### src/rtl/opr1_pkg.sv
package opr1_pkg;

    localparam int WORD_W = 12;
    localparam int ACC_W  = 12;
    localparam int HALF_W = ACC_W / 2;
    localparam int CTX_W  = ACC_W + 1;

    typedef enum logic [2:0] {
        ST_IDLE = 3'd0,
        ST_CLR  = 3'd1,
        ST_CMP  = 3'd2,
        ST_INC  = 3'd3,
        ST_ROT  = 3'd4
    } step_e;

    typedef struct packed {
        logic clr_a;
        logic clr_l;
        logic cmp_a;
        logic cmp_l;
        logic inc;
        logic rot_r;
        logic rot_l;
        logic dbl;
    } uop_t;

    typedef struct packed {
        logic             link;
        logic [ACC_W-1:0] acc;
    } ctx_t;

    // MSB-first numbering: field n sits at word[WORD_W-1-n]
    function automatic logic fld(input logic [WORD_W-1:0] w, input int n);
        return w[WORD_W-1-n];
    endfunction

    function automatic ctx_t rot_right(input ctx_t x, input int unsigned by);
        logic [CTX_W-1:0] v;
        v = x;
        for (int i = 0; i < 2; i++)
            if (i < by) v = {v[0], v[CTX_W-1:1]};
        return v;
    endfunction

    function automatic ctx_t rot_left(input ctx_t x, input int unsigned by);
        logic [CTX_W-1:0] v;
        v = x;
        for (int i = 0; i < 2; i++)
            if (i < by) v = {v[CTX_W-2:0], v[CTX_W-1]};
        return v;
    endfunction

endpackage

### src/rtl/opr1_decode.sv
module opr1_decode
    import opr1_pkg::*;
(
    input  logic [WORD_W-1:0] word,
    output uop_t              uop
);
    logic in_group;

    always_comb begin
        in_group  = fld(word, 0) && fld(word, 1) && fld(word, 2) && !fld(word, 3);
        uop.clr_a = in_group && fld(word, 4);
        uop.clr_l = in_group && fld(word, 5);
        uop.cmp_a = in_group && fld(word, 6);
        uop.cmp_l = in_group && fld(word, 7);
        uop.rot_r = in_group && fld(word, 8);
        uop.rot_l = in_group && fld(word, 9);
        uop.dbl   = in_group && fld(word, 10);
        uop.inc   = in_group && fld(word, 11);
    end
endmodule

### src/rtl/opr1_ctrl.sv
module opr1_ctrl
    import opr1_pkg::*;
(
    input  logic  clk,
    input  logic  rst,
    input  logic  in_valid,
    output step_e step,
    output logic  accept,
    output logic  last,
    output logic  busy
);
    step_e step_q, step_d;

    always_comb begin
        step_d = step_q;
        unique case (step_q)
            ST_IDLE: if (in_valid) step_d = ST_CLR;
            ST_CLR:  step_d = ST_CMP;
            ST_CMP:  step_d = ST_INC;
            ST_INC:  step_d = ST_ROT;
            ST_ROT:  step_d = ST_IDLE;
            default: step_d = ST_IDLE;
        endcase
    end

    always_ff @(posedge clk) begin
        if (rst) step_q <= ST_IDLE;
        else     step_q <= step_d;
    end

    assign step   = step_q;
    assign busy   = (step_q != ST_IDLE);
    assign accept = (step_q == ST_IDLE) && in_valid;
    assign last   = (step_q == ST_ROT);

    // a sequence starts only from idle, never mid-run
    assert_start_from_idle_R11: assert property (@(posedge clk) disable iff (rst)
        (step_q == ST_CLR) |-> ($past(step_q) == ST_IDLE));

    // steps advance every cycle with no stall
    assert_steps_advance_R10: assert property (@(posedge clk) disable iff (rst)
        (step_q == ST_INC) |=> (step_q == ST_ROT));
endmodule

### src/rtl/opr1_alu.sv
module opr1_alu
    import opr1_pkg::*;
(
    input  step_e step,
    input  uop_t  uop,
    input  ctx_t  x,
    output ctx_t  y
);
    always_comb begin
        y = x;
        unique case (step)
            ST_CLR: begin
                if (uop.clr_a) y.acc  = '0;
                if (uop.clr_l) y.link = 1'b0;
            end
            ST_CMP: begin
                if (uop.cmp_a) y.acc  = ~x.acc;
                if (uop.cmp_l) y.link = ~x.link;
            end
            ST_INC: begin
                if (uop.inc) y = x + CTX_W'(1);
            end
            ST_ROT: begin
                if (uop.rot_r && !uop.rot_l)
                    y = rot_right(x, uop.dbl ? 2 : 1);
                else if (uop.rot_l && !uop.rot_r)
                    y = rot_left(x, uop.dbl ? 2 : 1);
                else if (!uop.rot_r && !uop.rot_l && uop.dbl)
                    y.acc = {x.acc[HALF_W-1:0], x.acc[ACC_W-1:HALF_W]};
            end
            default: y = x;
        endcase
    end
endmodule

### src/rtl/opr1_unit.sv
module opr1_unit
    import opr1_pkg::*;
(
    input  logic              clk,
    input  logic              rst,
    input  logic              in_valid,
    input  logic [WORD_W-1:0] in_word,
    input  logic [ACC_W-1:0]  in_acc,
    input  logic              in_link,
    output logic [ACC_W-1:0]  out_acc,
    output logic              out_link,
    output logic              out_done,
    output logic              busy
);
    step_e step;
    logic  accept, last;
    uop_t  uop_now, uop_q;
    ctx_t  work_q, step_out, res_q;
    logic  done_q;

    opr1_decode u_dec (.word(in_word), .uop(uop_now));

    opr1_ctrl u_ctrl (
        .clk(clk), .rst(rst), .in_valid(in_valid),
        .step(step), .accept(accept), .last(last), .busy(busy)
    );

    opr1_alu u_alu (.step(step), .uop(uop_q), .x(work_q), .y(step_out));

    always_ff @(posedge clk) begin
        if (rst) begin
            uop_q  <= '0;
            work_q <= '0;
            res_q  <= '0;
            done_q <= 1'b0;
        end else begin
            done_q <= last;
            if (accept) begin
                uop_q  <= uop_now;
                work_q <= {in_link, in_acc};
            end else if (busy) begin
                work_q <= step_out;
            end
            if (last) res_q <= step_out;
        end
    end

    assign out_acc  = res_q.acc;
    assign out_link = res_q.link;
    assign out_done = done_q;

    // done is a single-cycle pulse
    assert_done_pulse_R10: assert property (@(posedge clk) disable iff (rst)
        out_done |=> !out_done);

    // result holds except in the done cycle
    assert_result_hold_R10: assert property (@(posedge clk) disable iff (rst)
        !out_done |-> ($stable(out_acc) && $stable(out_link)));

    // clear step empties the accumulator
    assert_clear_acc_R3: assert property (@(posedge clk) disable iff (rst)
        (step == ST_CLR && uop_q.clr_a) |=> (work_q.acc == '0));

    // complement step inverts the accumulator
    assert_cmp_acc_R4: assert property (@(posedge clk) disable iff (rst)
        (step == ST_CMP && uop_q.cmp_a) |=> (work_q.acc == ~$past(work_q.acc)));

    // both rotate directions leave the value alone
    assert_rot_both_R9: assert property (@(posedge clk) disable iff (rst)
        (step == ST_ROT && uop_q.rot_r && uop_q.rot_l) |=> (res_q == $past(work_q)));

    // busy is low whenever done is shown
    assert_idle_at_done_R11: assert property (@(posedge clk) disable iff (rst)
        out_done |-> !busy);
endmodule

### config.mk
export PLATFORM = sky130hd
export DESIGN_NAME = opr1_unit
export DESIGN_NICKNAME = d
export VERILOG_FILES = /design/src/rtl/opr1_pkg.sv /design/src/rtl/opr1_decode.sv /design/src/rtl/opr1_ctrl.sv /design/src/rtl/opr1_alu.sv /design/src/rtl/opr1_unit.sv
export SDC_FILE = /design/constraint.sdc
export NUM_CORES = 1
export LEC_CHECK = 0
export BUFFER_PORTS_ARGS = -buffer_cell sky130_fd_sc_hd__buf_2
export CAP_MARGIN = 15
export CORE_ASPECT_RATIO = 0.9
export CORE_MARGIN = 2
export CORE_UTILIZATION = 45
export CTS_CLUSTER_DIAMETER = 60
export DETAILED_ROUTE_END_ITERATION = 12
export PLACE_DENSITY = 0.72
export RECOVER_POWER = 50
export SLEW_MARGIN = 15
export SYNTH_ARGS = -nofsm -noshare
export SYNTH_HDL_FRONTEND = slang
export SYNTH_SLANG_ARGS = --single-unit
### constraint.sdc
create_clock -name clk -period 1.8 [get_ports clk]
set_input_delay 0.18 -clock clk [delete_from_list [all_inputs] [get_ports clk]]
set_output_delay 0.18 -clock clk [all_outputs]
set_load 0.05 [all_outputs]
==> summary.md, run 1 <==
| Metric | Value |
|---|---|
| Final hold slack | between 0.1 and 0.15 ns |
| Die area | 7107 sq um |
| Async set or reset register ratio after synthesis | 0% |
| Vias post-DR | 3602 |
| Vias in the first global route | 3205 |
| First-pass GRT wire length | 16660 microns |
| Fin nets | about 530 |
| Post-DP HPWL | 8048 microns |
| Area occupied by registers | 785.8 sq um |
| Max transition margin | about three fifths |
| Hold Vio Cnt, Final | 0 |
| Placement Setup Slack | -0.02690 ns |
| Flop2flop setup slack | 0.04 ns |
| Gr ovfl total | 0 |
| CP max stage cell | dfxtp_4 |
| Startpoint Class | register |
| Fillers | 568 |
| YS warnings | 0 |
| Syn nets | around 430 |
| Worst r2r src | u_ctrl.step[0]$_SDFFE_PP0P_ |
| Gr usage total | 30.66% |
| Std-Cell Rows | 27 |
| Clock Tree Buf Depth | 2 |
| Sequential fraction of the synthesis area | 26.22% |
| Layout overhead on the synthesized area | 34.37% |
| P_int | 0.001862 W |
| NetSw | 0.0009289 W |
| # DRC | 0 |
| Post-synth EDFFs | 0 |
| Antenna violations before repair | 0 |
| Number of diodes | 0 |
| R2R Path End | work_q[2]$_SDFFE_PP0P_ |
| Setup TNS | 0 ns |
| Post-Route WL | ~11000 microns |
| Final Cycle Share | 97.79% |
| Post-synth cell types | 66 |
| Combinational share of power | around a third |
| Initial core utilization | 46.93% |
| Die width | between 80 and 90 microns |
| Port-buffer cells | 42 |
| CP Data Arrival Time | slightly below 2 ns |
| Worst setup EP type | register |
| Hold-fix buffers, CTS | 0 |
| Clk sink count | 38 |
| Leak Pwr | around 1.6 nW |
| Largest cells by area after synthesis | dfxtp_1 (26%), a21oi_1 (6.7%), nand2_1 (5.0%), o21ai_0 (4.7%), nor2_1 (4.5%) |
| Area leader, netlist | dfxtp_1 |
| Clock Latency Late Sink | 0.30 ns |
| # IOs | 43 |
| Gp weighted congestion | approximately 1.0 |
| Core box area | 6182 sq um |
| VDD IR max | 0.5360 mV |
| DRC marker count from the first detailed-route iteration | 370 |
| Post-Syn Instances | 400 |
| # setup viols final | 0 |
| PnR worst setup slack | around 0.040 ns |
| Worst Skew | 0.01331 ns |
| Fin. max-slew vios | 0 |
| Top_reg_cell synth | dfxtp_1 |
| Share of layout cells above drive strength 1 | 31.79% |
| Worst Max-Slew Pin Slew | 0.6016 ns |
| Hold Crit Depth | 3 |
| CP Max Fanout | 9 |
| Worst Hold Path EP | uop_q[2]$_SDFFE_PP0P_ |
| Min cycle time layout | 1.760 ns |
| Syn Area/Cell | 7.254 sq um |
| Total power | 0.002791 W |
| Critical path, cell by cell | buf_4 > and4bb_2 > a311oi_1 > a31oi_1 > a21oi_1 > a2111oi_2 |
| Worst r2r path cells | 6 |
| Pin count of the biggest net entering global routing | 29 |
| Clk root buf | clkbuf_8 |
| CTS tree | yes |
| Synth Register Bits | 38 |
| Sw Share | 33.29% |
| Mapped cell area | ~2900 sq um |
| H-tree levels | 2 |
| Power density cells | 715.8 nW/um^2 |
| Hold WC Path Type | input port to register |
| Antenna Nets Post-Route | 0 |
| CP bufs+invs | 1 |
| # Max-Cap Violations | 0 |
| First drt pass iteration count | 5 |
| Run status | finished clean |
| Critical Path RT | slightly below 2 ns |
| Setup CP Type | register to register |
| Worst hold start | in_word[3] |
| Area fraction of the dominant cell type after synthesis | 26.22% |
| CTS buffer count | 5 |
| Area of the multi-input gates | between 1500 and 2000 sq um |
| Largest stage delay, worst path | roughly 0.37 ns |
| Max Clk Rate | 568.1 MHz |
| Die height | ~80 microns |
| Seq pwr share | about 36% |
| Placed insts | 573 |
| Avg WL per Cell | between 15 and 20 microns |
| Avg Vias per Cell | 6.168 |
| Clock Pin Slew Worst Setup and Hold Paths | 0.09 ns |
| Non-Filler Instances | 584 |
| Clock group share of total power | about 32% |
| Cell family with most CP delay | compound AO/OA/AOI/OAI gates |
==> area by class of cell <==
class                   instances  share of cell area [%]
clock buffers                   5                   1.765
inverters                      11                   1.059
clock inverters                 3                   1.765
flip-flops and latches         38                   20.15
multi-input cells             310                   50.35
well taps                      87                   2.792
repair buffers                130                   22.11
==> through the flow <==
step           instance area, sq um  utilization (%)
6_report                       3899            63.06
5_1_grt                        3899            63.06
3_5_place_dp                   3691            59.70
4_1_cts                        3840            62.11
2_1_floorplan                  2902                -
3_3_place_gp                   3691            59.70
==> worst max-delay path by stage <==
| stage | from | end | slack (ns) | cells after the start |
|---|---|---|---|---|
| 3_3_place_gp | uop_q[2]$_SDFFE_PP0P_ | work_q[11]$_SDFFE_PP0P_ | -0.12 | 7 |
| 3_5_place_dp | uop_q[1]$_SDFFE_PP0P_ | work_q[11]$_SDFFE_PP0P_ | -0.03 | 5 |
| 2_1_floorplan | work_q[0]$_SDFFE_PP0P_ | work_q[12]$_SDFFE_PP0P_ | 0.04 | 7 |
| 4_1_cts | uop_q[2]$_SDFFE_PP0P_ | work_q[12]$_SDFFE_PP0P_ | 0.009 | 5 |
| 5_1_grt | uop_q[5]$_SDFFE_PP0P_ | work_q[2]$_SDFFE_PP0P_ | -0.005 | 5 |
| 6_report | u_ctrl.step[0]$_SDFFE_PP0P_ | work_q[2]$_SDFFE_PP0P_ | 0.04 | 6 |
==> routing by layer <==
metal / up-vias / share of wire, % / routed length [microns] / track usage [%]
met4: 0 / 2.6 / 284 / 9.697
met1: 1677 / 44 / 4716 / 44.13
met3: 32 / 9.9 / 1058 / 6.269
met2: 219 / 44 / 4678 / 45.37
met5: - / 0 / 0 / 0
li1: 1674 / - / - / -
==> cell usage after synthesis (3+ instances only) <==
cell type	n
buf_2	13
a311oi_1	3
inv_1	10
clkbuf_1	22
nand2b_1	13
nor2b_1	9
buf_1	3
nor3b_1	6
nand4_1	6
and3_1	4
xor2_1	4
a32oi_1	3
o211ai_1	3
a211oi_1	8
dfxtp_1	38
nand3_1	3
o22ai_1	5
a21oi_1	39
o21ai_0	27
nand3b_1	3
nor2_1	35
o31ai_1	3
a22oi_1	10
a21o_1	6
nand2_1	39
mux2i_1	8
mux2_2	3
nor3_1	7
a31oi_1	17
==> state kept, by name, summed over array words and instances, names as in the netlist <==
name         cells
out_acc         12
out_done         1
out_link         1
u_ctrl.step      3
uop_q            8
work_q          13
==> power groups by stage <==
stage / sequential (W) / combinational [W] / clock (W)
floorplan: 0.000947 / 0.000514 / 0
global placement: 0.00102 / 0.000811 / 0
detailed placement: 0.00102 / 0.000820 / 0
CTS: 0.00100 / 0.000829 / 0.000917
global route: 0.00102 / 0.000940 / 0.000937
finish: 0.00101 / 0.000880 / 0.000899
==> what timing repair did <==
item	in CTS	in global routing
buffers inserted	0	3
endpoints found under the hold margin	0	0
resized for setup	6	27
setup endpoints to repair	9	17
pin swaps	0	4
==> kinds of logic (layout without fill, tap and decap cells) <==
group                      count (synthesis)  count (layout)  share of synthesized area, %
xor gates and xnor gates                   6               6                         1.811
adders and majority gates                  1               1                        0.4312
AOI/OAI and AO/OA                        149             149                         33.68
DFF                                       38              38                         26.22
and+or+nand+nor                          142             142                         25.53
buffers and inverters                     52             149                         7.633
muxes                                     12              12                         4.700
==> worst register-to-register path: cells and delay by family, from the launching register on <==
kind / cells / cell delay (ns)
and+or+nand+nor: 1 / 0.31
buffers and inverters: 1 / 0.16
AOI/OAI and AO/OA: 4 / 0.83
DFF: 1 / 0.37
==> cell usage in the layout (no fill, tap or decap), types with 3 or more instances in the layout <==
master    count
a211oi_1      8
a21o_1        6
a21oi_1      38
a22oi_1      10
a311oi_1      3
a31oi_1      15
a32oi_1       3
and3_1        4
buf_2        27
buf_4        82
clkbuf_1     17
clkbuf_8      5
dfxtp_1      26
dfxtp_2       8
dfxtp_4       4
inv_1        10
mux2_2        3
mux2i_1       8
nand2_1      38
nand2b_1     13
nand3_1       3
nand3b_1      3
nand4_1       6
nor2_1       34
nor2b_1       7
nor3_1        7
nor3b_1       6
o211ai_1      3
o21ai_0      26
o22ai_1       5
o31ai_1       3
xor2_1        4
Note: power is estimated with default switching activity, not from simulation.
==> run 2, diff against run 1 <==
HOLD_SLACK_MARGIN = 0.12   (was not set)
==> run 2 against run 1 <==
Utilization rose by 0.81 points; worst hold slack better by 0.019 ns; worst setup slack improved by 0.023 ns; first-iteration DRC count rose by 14%; via count is 0.50% lower; non-clock buffer count rose by 5.
==> summary.md, run 2 (synthesis results as in run 1) <==
| Metric | Value |
|---|---|
| Max Clk Rate | 575.8 MHz (+1.4%) |
| Placed insts | 573 (unchanged) |
| Run status | finished clean |
| Worst Skew | 0.01274 ns (-0.0005664 ns) |
| Std-Cell Rows | 27 (unchanged) |
| CP Max Fanout | 9 (unchanged) |
| Non-Filler Instances | 589 (+0.86%) |
| Clk sink count | 38 (unchanged) |
| Hold WC Path Type | input port to register |
| Post-DP HPWL | 8048 microns (unchanged) |
| Die height | 80.18 microns (unchanged) |
| Setup TNS | 0 ns (unchanged) |
| Commonest non-fill, non-tap cell in the layout | buf_4 |
| Most frequent cells in the layout | buf_4 (82), nand2_1 (38), a21oi_1 (38) |
| Avg Vias per Cell | 6.085 (-1.3%) |
| Avg WL per Cell | 18.11 microns (-1.5%) |
| DP Area | 3691 sq um (unchanged) |
| Gp weighted congestion | 1.049 (unchanged) |
| Core box area | 6182 sq um (unchanged) |
| Max reg flops | 13 (unchanged) |
| Fin. max-slew vios | 0 (unchanged) |
| Antenna violations before repair | 0 (unchanged) |
| CP max stage cell | dfxtp_4 |
| Clock Latency Late Sink | 0.30 ns (about the same) |
| Layout Utilization | 63.87% (+0.81 points) |
| Layout overhead on the synthesized area | 36.09% |
| Vias post-DR | 3584 (-0.50%) |
| Fin nets | 530 (+0.95%) |
| Max transition margin | 60.06% (about the same) |
| VDD IR max | 0.5355 mV (-0.10%) |
| Die area | 7107 sq um (unchanged) |
| Antenna Nets Post-Route | 0 (unchanged) |
| H-tree levels | 2 (unchanged) |
| CTS buffer count | 5 (unchanged) |
| Hold Vio Cnt, Final | 0 (unchanged) |
| # Max-Cap Violations | 0 (unchanged) |
| # setup viols final | 0 (unchanged) |
| Die width | 88.64 microns (unchanged) |
| Pin count of the biggest net entering global routing | 29 (unchanged) |
| Final Instance Area | 3949 sq um (+1.3%) |
| Area occupied by registers | 785.8 sq um (unchanged) |
| Fillers | 563 (-0.88%) |
| Startpoint Class | register |
| Power density cells | 709.6 nW/um^2 (-0.86%) |
| # DRC | 0 (unchanged) |
| Gr usage total | 30.88% (+0.21 points) |
| Clock Tree Buf Depth | 2 (unchanged) |
| Largest stage delay, worst path | 0.37 ns (about the same) |
| Gr ovfl total | 0 (unchanged) |
| Vias in the first global route | 3262 (+1.8%) |
| Port-buffer cells | 42 (unchanged) |
| Post-Route WL | 10670 microns (-0.64%) |
| First drt pass iteration count | 6 (+1) |
| Critical Path RT | 1.99 ns (about the same) |
| Critical path, cell by cell | buf_4 > and4bb_2 > a311oi_1 > a31oi_1 > a21oi_1 > a2111oi_2 |
| Clk root buf | clkbuf_8 |
| Combinational share of power | 31.6% (about the same) |
| Sw Share | 33.30% (about the same) |
| Clock Pin Slew Worst Setup and Hold Paths | 0.08 ns (about the same) |
| Number of diodes | 0 (unchanged) |
| Seq pwr share | 36.2% (about the same) |
| Area of the multi-input gates | 1963 sq um (unchanged) |
| Leak Pwr | 1.578 nW (+1.3%) |
| CTS tree | yes |
| NetSw | 0.0009332 W (+0.47%) |
| Worst Max-Slew Pin Slew | 0.6016 ns (+0.000008881 ns) |
| Most flop-heavy register | work_q |
| Min cycle time layout | 1.737 ns (-0.02347 ns) |
| Final Cycle Share | 96.49% (-1.3 points) |
| Clock group share of total power | 32.2% (about the same) |
| Worst setup EP type | register |
| Setup CP Type | register to register |
| CP Data Arrival Time | 1.93 ns (-0.02 ns) |
| Initial core utilization | 46.93% (unchanged) |
| # IOs | 43 (unchanged) |
| Share of layout cells above drive strength 1 | 31.47% (-0.32 points) |
| First-pass GRT wire length | 16760 microns (+0.62%) |
| DRC marker count from the first detailed-route iteration | 422 (+14%) |
| P_int | 0.001869 W (+0.39%) |
## run 2: cell count changes in the layout (fill, tap and decap cells not counted), sizes merged
cell	before	now
dlygate4sd3	0	5
## run 2: critical path: cells and delay by family (launching register included)
kind / cells / cell delay, ns
buffers and inverters: 1 / 0.16
DFF: 1 / 0.37
AOI/OAI and AO/OA: 4 / 0.79
and+or+nand+nor: 1 / 0.30
## run 2: timing repair
item | 4_1_cts | 5_1_grt
endpoints found under the setup margin | 9 | 17
hold buffers | 5 | 0
buffers inserted | 0 | 3
pin swaps | 0 | 4
resized for setup | 6 | 27
endpoints found under the hold margin | 5 | 0
## run 2: cell type report
cell class              instances  area share [%]
flip-flops and latches         38           19.90
multi-input cells             310           49.71
well taps                      87           2.757
inverters                      11           1.046
clock inverters                 3           1.743
clock buffers                   5           1.743
repair buffers                135           23.10
## run 2: power by group through the flow
stage / logic, W / registers, W / clock network (W)
after floorplan: 0.000514 / 0.000947 / 0
after global placement: 0.000811 / 0.00102 / 0
after detailed placement: 0.000820 / 0.00102 / 0
after CTS: 0.000837 / 0.00100 / 0.000917
after global routing: 0.000950 / 0.00102 / 0.000937
final: 0.000886 / 0.00101 / 0.000903
## run 2: worst paths after layout
check / from / end / slack [ns] / cells past startpoint
worst max-delay path: u_ctrl.step[0]$_SDFFE_PP0P_ / work_q[2]$_SDFFE_PP0P_ / 0.06 / 6
worst max register to register: u_ctrl.step[0]$_SDFFE_PP0P_ / work_q[2]$_SDFFE_PP0P_ / 0.06 / 6
worst min-delay path: in_word[6] / uop_q[6]$_SDFFE_PP0P_ / 0.13 / 3
worst min register to register: out_acc[3]$_SDFFE_PP0P_ / out_acc[3]$_SDFFE_PP0P_ / 0.46 / 2
## run 2: per-layer routing
metal  share of wire (%)  global-route usage [%]  up-vias
met1                  43                   43.82     1652
met4                 2.3                   10.15        0
met2                  44                   45.75      225
met3                  11                   6.989       23
li1                    -                       -     1684
met5                   0                       0        -
## run 2: metrics by stage
stage	total power, W	hold slack (ns)	worst slack (ns)
CTS	0.002758	0.1222	0.008981
global placement	0.001832	0.4171	-0.1189
finish	0.002802	0.1291	0.06319
global route	0.002905	0.1523	-0.004949
detailed placement	0.001840	0.4216	-0.02690
floorplan	0.001461	0.3283	0.03929
==> run 3, diff against run 2 <==
CTS_CLUSTER_SIZE = 28   (was not set)
PLACE_DENSITY = not set   (was 0.72)
PLACE_DENSITY_LB_ADDON = 0.1   (was not set)
==> run 3 against run 2 <==
Clock power grew 1%; wire length grew 2.3%; sequential share of layout area shrank 0.26 points; power is essentially flat; sequential power is essentially flat; worst hold slack gained 0.016 ns; clock-buffer cell count is the same.
==> summary.md, run 3 (synthesis results as in run 1) <==
| Metric | Value |
|---|---|
| Run status | finished clean |
| CTS tree | yes |
| Share of layout cells above drive strength 1 | 31.67% (+0.20 points) |
| Commonest non-fill, non-tap cell in the layout | buf_4 |
| Clock group share of total power | 32.7% (+0.5 points) |
| Clk root buf | clkbuf_8 |
| Avg Vias per Cell | 6.177 (+1.5%) |
| Worst Max-Slew Pin Slew | 0.6079 ns (+0.006253 ns) |
| Startpoint Class | register |
| Gr usage total | 31.81% (+0.93 points) |
| Antenna Nets Post-Route | 0 (unchanged) |
| Max reg flops | 13 (unchanged) |
| H-tree levels | 2 (unchanged) |
| NetSw | 0.0009406 W (+0.79%) |
| Post-Route WL | 10920 microns (+2.3%) |
| Gr ovfl total | 0 (unchanged) |
| Final Instance Area | 3989 sq um (+1.0%) |
| # setup viols final | 0 (unchanged) |
| Combinational share of power | 31.7% (about the same) |
| Hold WC Path Type | input port to register |
| CTS buffer count | 5 (unchanged) |
| Clock Latency Late Sink | 0.31 ns (about the same) |
| # DRC | 0 (unchanged) |
| Gp weighted congestion | 1.008 (-3.9%) |
| PnR worst setup slack | 0.04041 ns (-0.02278 ns) |
| VDD IR max | 0.4813 mV (-10%) |
| Vias post-DR | 3638 (+1.5%) |
| Max transition margin | 59.65% (-0.42 points) |
| Vias in the first global route | 3313 (+1.6%) |
| Hold Vio Cnt, Final | 0 (unchanged) |
| # Max-Cap Violations | 0 (unchanged) |
| Final Cycle Share | 97.76% (+1.3 points) |
| Die area | 7107 sq um (unchanged) |
| Fin nets | 530 (unchanged) |
| Fin. max-slew vios | 0 (unchanged) |
| CP Max Fanout | 10 (+1) |
| First-pass GRT wire length | 17260 microns (+3.0%) |
| Critical Path RT | 2.03 ns (+0.04 ns) |
| Worst setup EP type | register |
| Largest stage delay, worst path | 0.56 ns (+0.19 ns) |
| First drt pass iteration count | 5 (-1) |
| # IOs | 43 (unchanged) |
| Avg WL per Cell | 18.53 microns (+2.3%) |
| Most flop-heavy register | work_q |
| DRC marker count from the first detailed-route iteration | 390 (-7.6%) |
| Core box area | 6182 sq um (unchanged) |
| Total power | 0.002802 W (about the same) |
| Most frequent cells in the layout | buf_4 (79), nand2_1 (39), a21oi_1 (39) |
| CP max stage cell | or4_4 |
| Clk sink count | 38 (unchanged) |
| Placement Setup Slack | -0.1830 ns (-0.1561 ns) |
| Power density cells | 702.4 nW/um^2 (-1.0%) |
| Number of diodes | 0 (unchanged) |
| DP Area | 3674 sq um (-0.47%) |
| Clock Tree Buf Depth | 2 (unchanged) |
| Die width | 88.64 microns (unchanged) |
| Critical path, cell by cell | or3b_4 > or4_4 > o2111a_1 > o31ai_2 |
| Non-Filler Instances | 589 (unchanged) |
| Worst Skew | 0.007602 ns (-0.005139 ns) |
| Layout overhead on the synthesized area | 37.47% |
| Layout Utilization | 64.52% (+0.65 points) |
| Max Clk Rate | 568.3 MHz (-1.3%) |
| Antenna violations before repair | 0 (unchanged) |
| CP Data Arrival Time | 1.99 ns (+0.06 ns) |
| Seq pwr share | 35.6% (-0.6 points) |
| Die height | 80.18 microns (unchanged) |
| Setup CP Type | register to register |
| Std-Cell Rows | 27 (unchanged) |
| Sw Share | 33.57% (+0.27 points) |
| Pin count of the biggest net entering global routing | 31 (+6.9%) |
| Post-DP HPWL | 8096 microns (+0.60%) |
| P_int | 0.001861 W (-0.42%) |
| Initial core utilization | 46.93% (unchanged) |
| Leak Pwr | 1.604 nW (+1.7%) |
| Clock Pin Slew Worst Setup and Hold Paths | 0.09 ns (about the same) |
| Placed insts | 569 (-0.70%) |
| Port-buffer cells | 42 (unchanged) |
| Min cycle time layout | 1.760 ns (+0.02278 ns) |
## run 3: worst paths after layout
path,endpoint,cells after the start,slack (ns),startpoint
max reg2reg,work_q[12]$_SDFFE_PP0P_,4,0.04,u_ctrl.step[0]$_SDFFE_PP0P_
min,work_q[1]$_SDFFE_PP0P_,3,0.14,in_acc[1]
min reg2reg,out_acc[6]$_SDFFE_PP0P_,2,0.47,out_acc[6]$_SDFFE_PP0P_
max,work_q[12]$_SDFFE_PP0P_,4,0.04,u_ctrl.step[0]$_SDFFE_PP0P_
## run 3: layer usage
metal / track usage, % / up-vias / part of all wire, %
li1: - / 1681 / -
met1: 45.99 / 1726 / 45
met2: 48.28 / 207 / 44
met3: 6.475 / 24 / 9.3
met4: 6.970 / 0 / 1.6
met5: 0 / - / 0
## run 3: final cells by class
class                      count  area (sq um)
timing repair buffer         135         932.1
clock buffer                   5         68.82
inverter                      11         41.29
clock inverter                 3         68.82
sequential                    38         783.3
multi-input combinational    310          1986
fill                         583          2193
tap                           87         108.9
## run 3: timing repair
item                                   in CTS  in global routing
setup endpoints to repair                   6                 19
pin swaps                                   0                  7
buffers inserted                            0                  4
hold buffers                                8                  0
endpoints found under the hold margin       8                  0
resized for setup                           6                 27
## run 3: power groups by stage
| stage | clock network (W) | logic (W) | registers (W) |
|---|---|---|---|
| 2_1_floorplan | 0 | 0.000514 | 0.000947 |
| 3_3_place_gp | 0 | 0.000813 | 0.00101 |
| 3_5_place_dp | 0 | 0.000819 | 0.00101 |
| 4_1_cts | 0.000918 | 0.000838 | 0.000989 |
| 5_1_grt | 0.000955 | 0.000959 | 0.00100 |
| 6_report | 0.000915 | 0.000889 | 0.000998 |
## run 3: critical path, delay by kind of cell (launching register included)
family / cells / cell delay, ns
compound gates: 2 / 0.30
flops: 1 / 0.39
simple gates: 2 / 0.99
## run 3: per-stage QoR
stage / hold WS [ns] / TNS [ns]
global route: 0.1418 / -0.02382
detailed placement: 0.4228 / -0.4032
floorplan: 0.3283 / 0
CTS: 0.1487 / 0
finish: 0.1449 / 0
global placement: 0.4127 / -0.5455
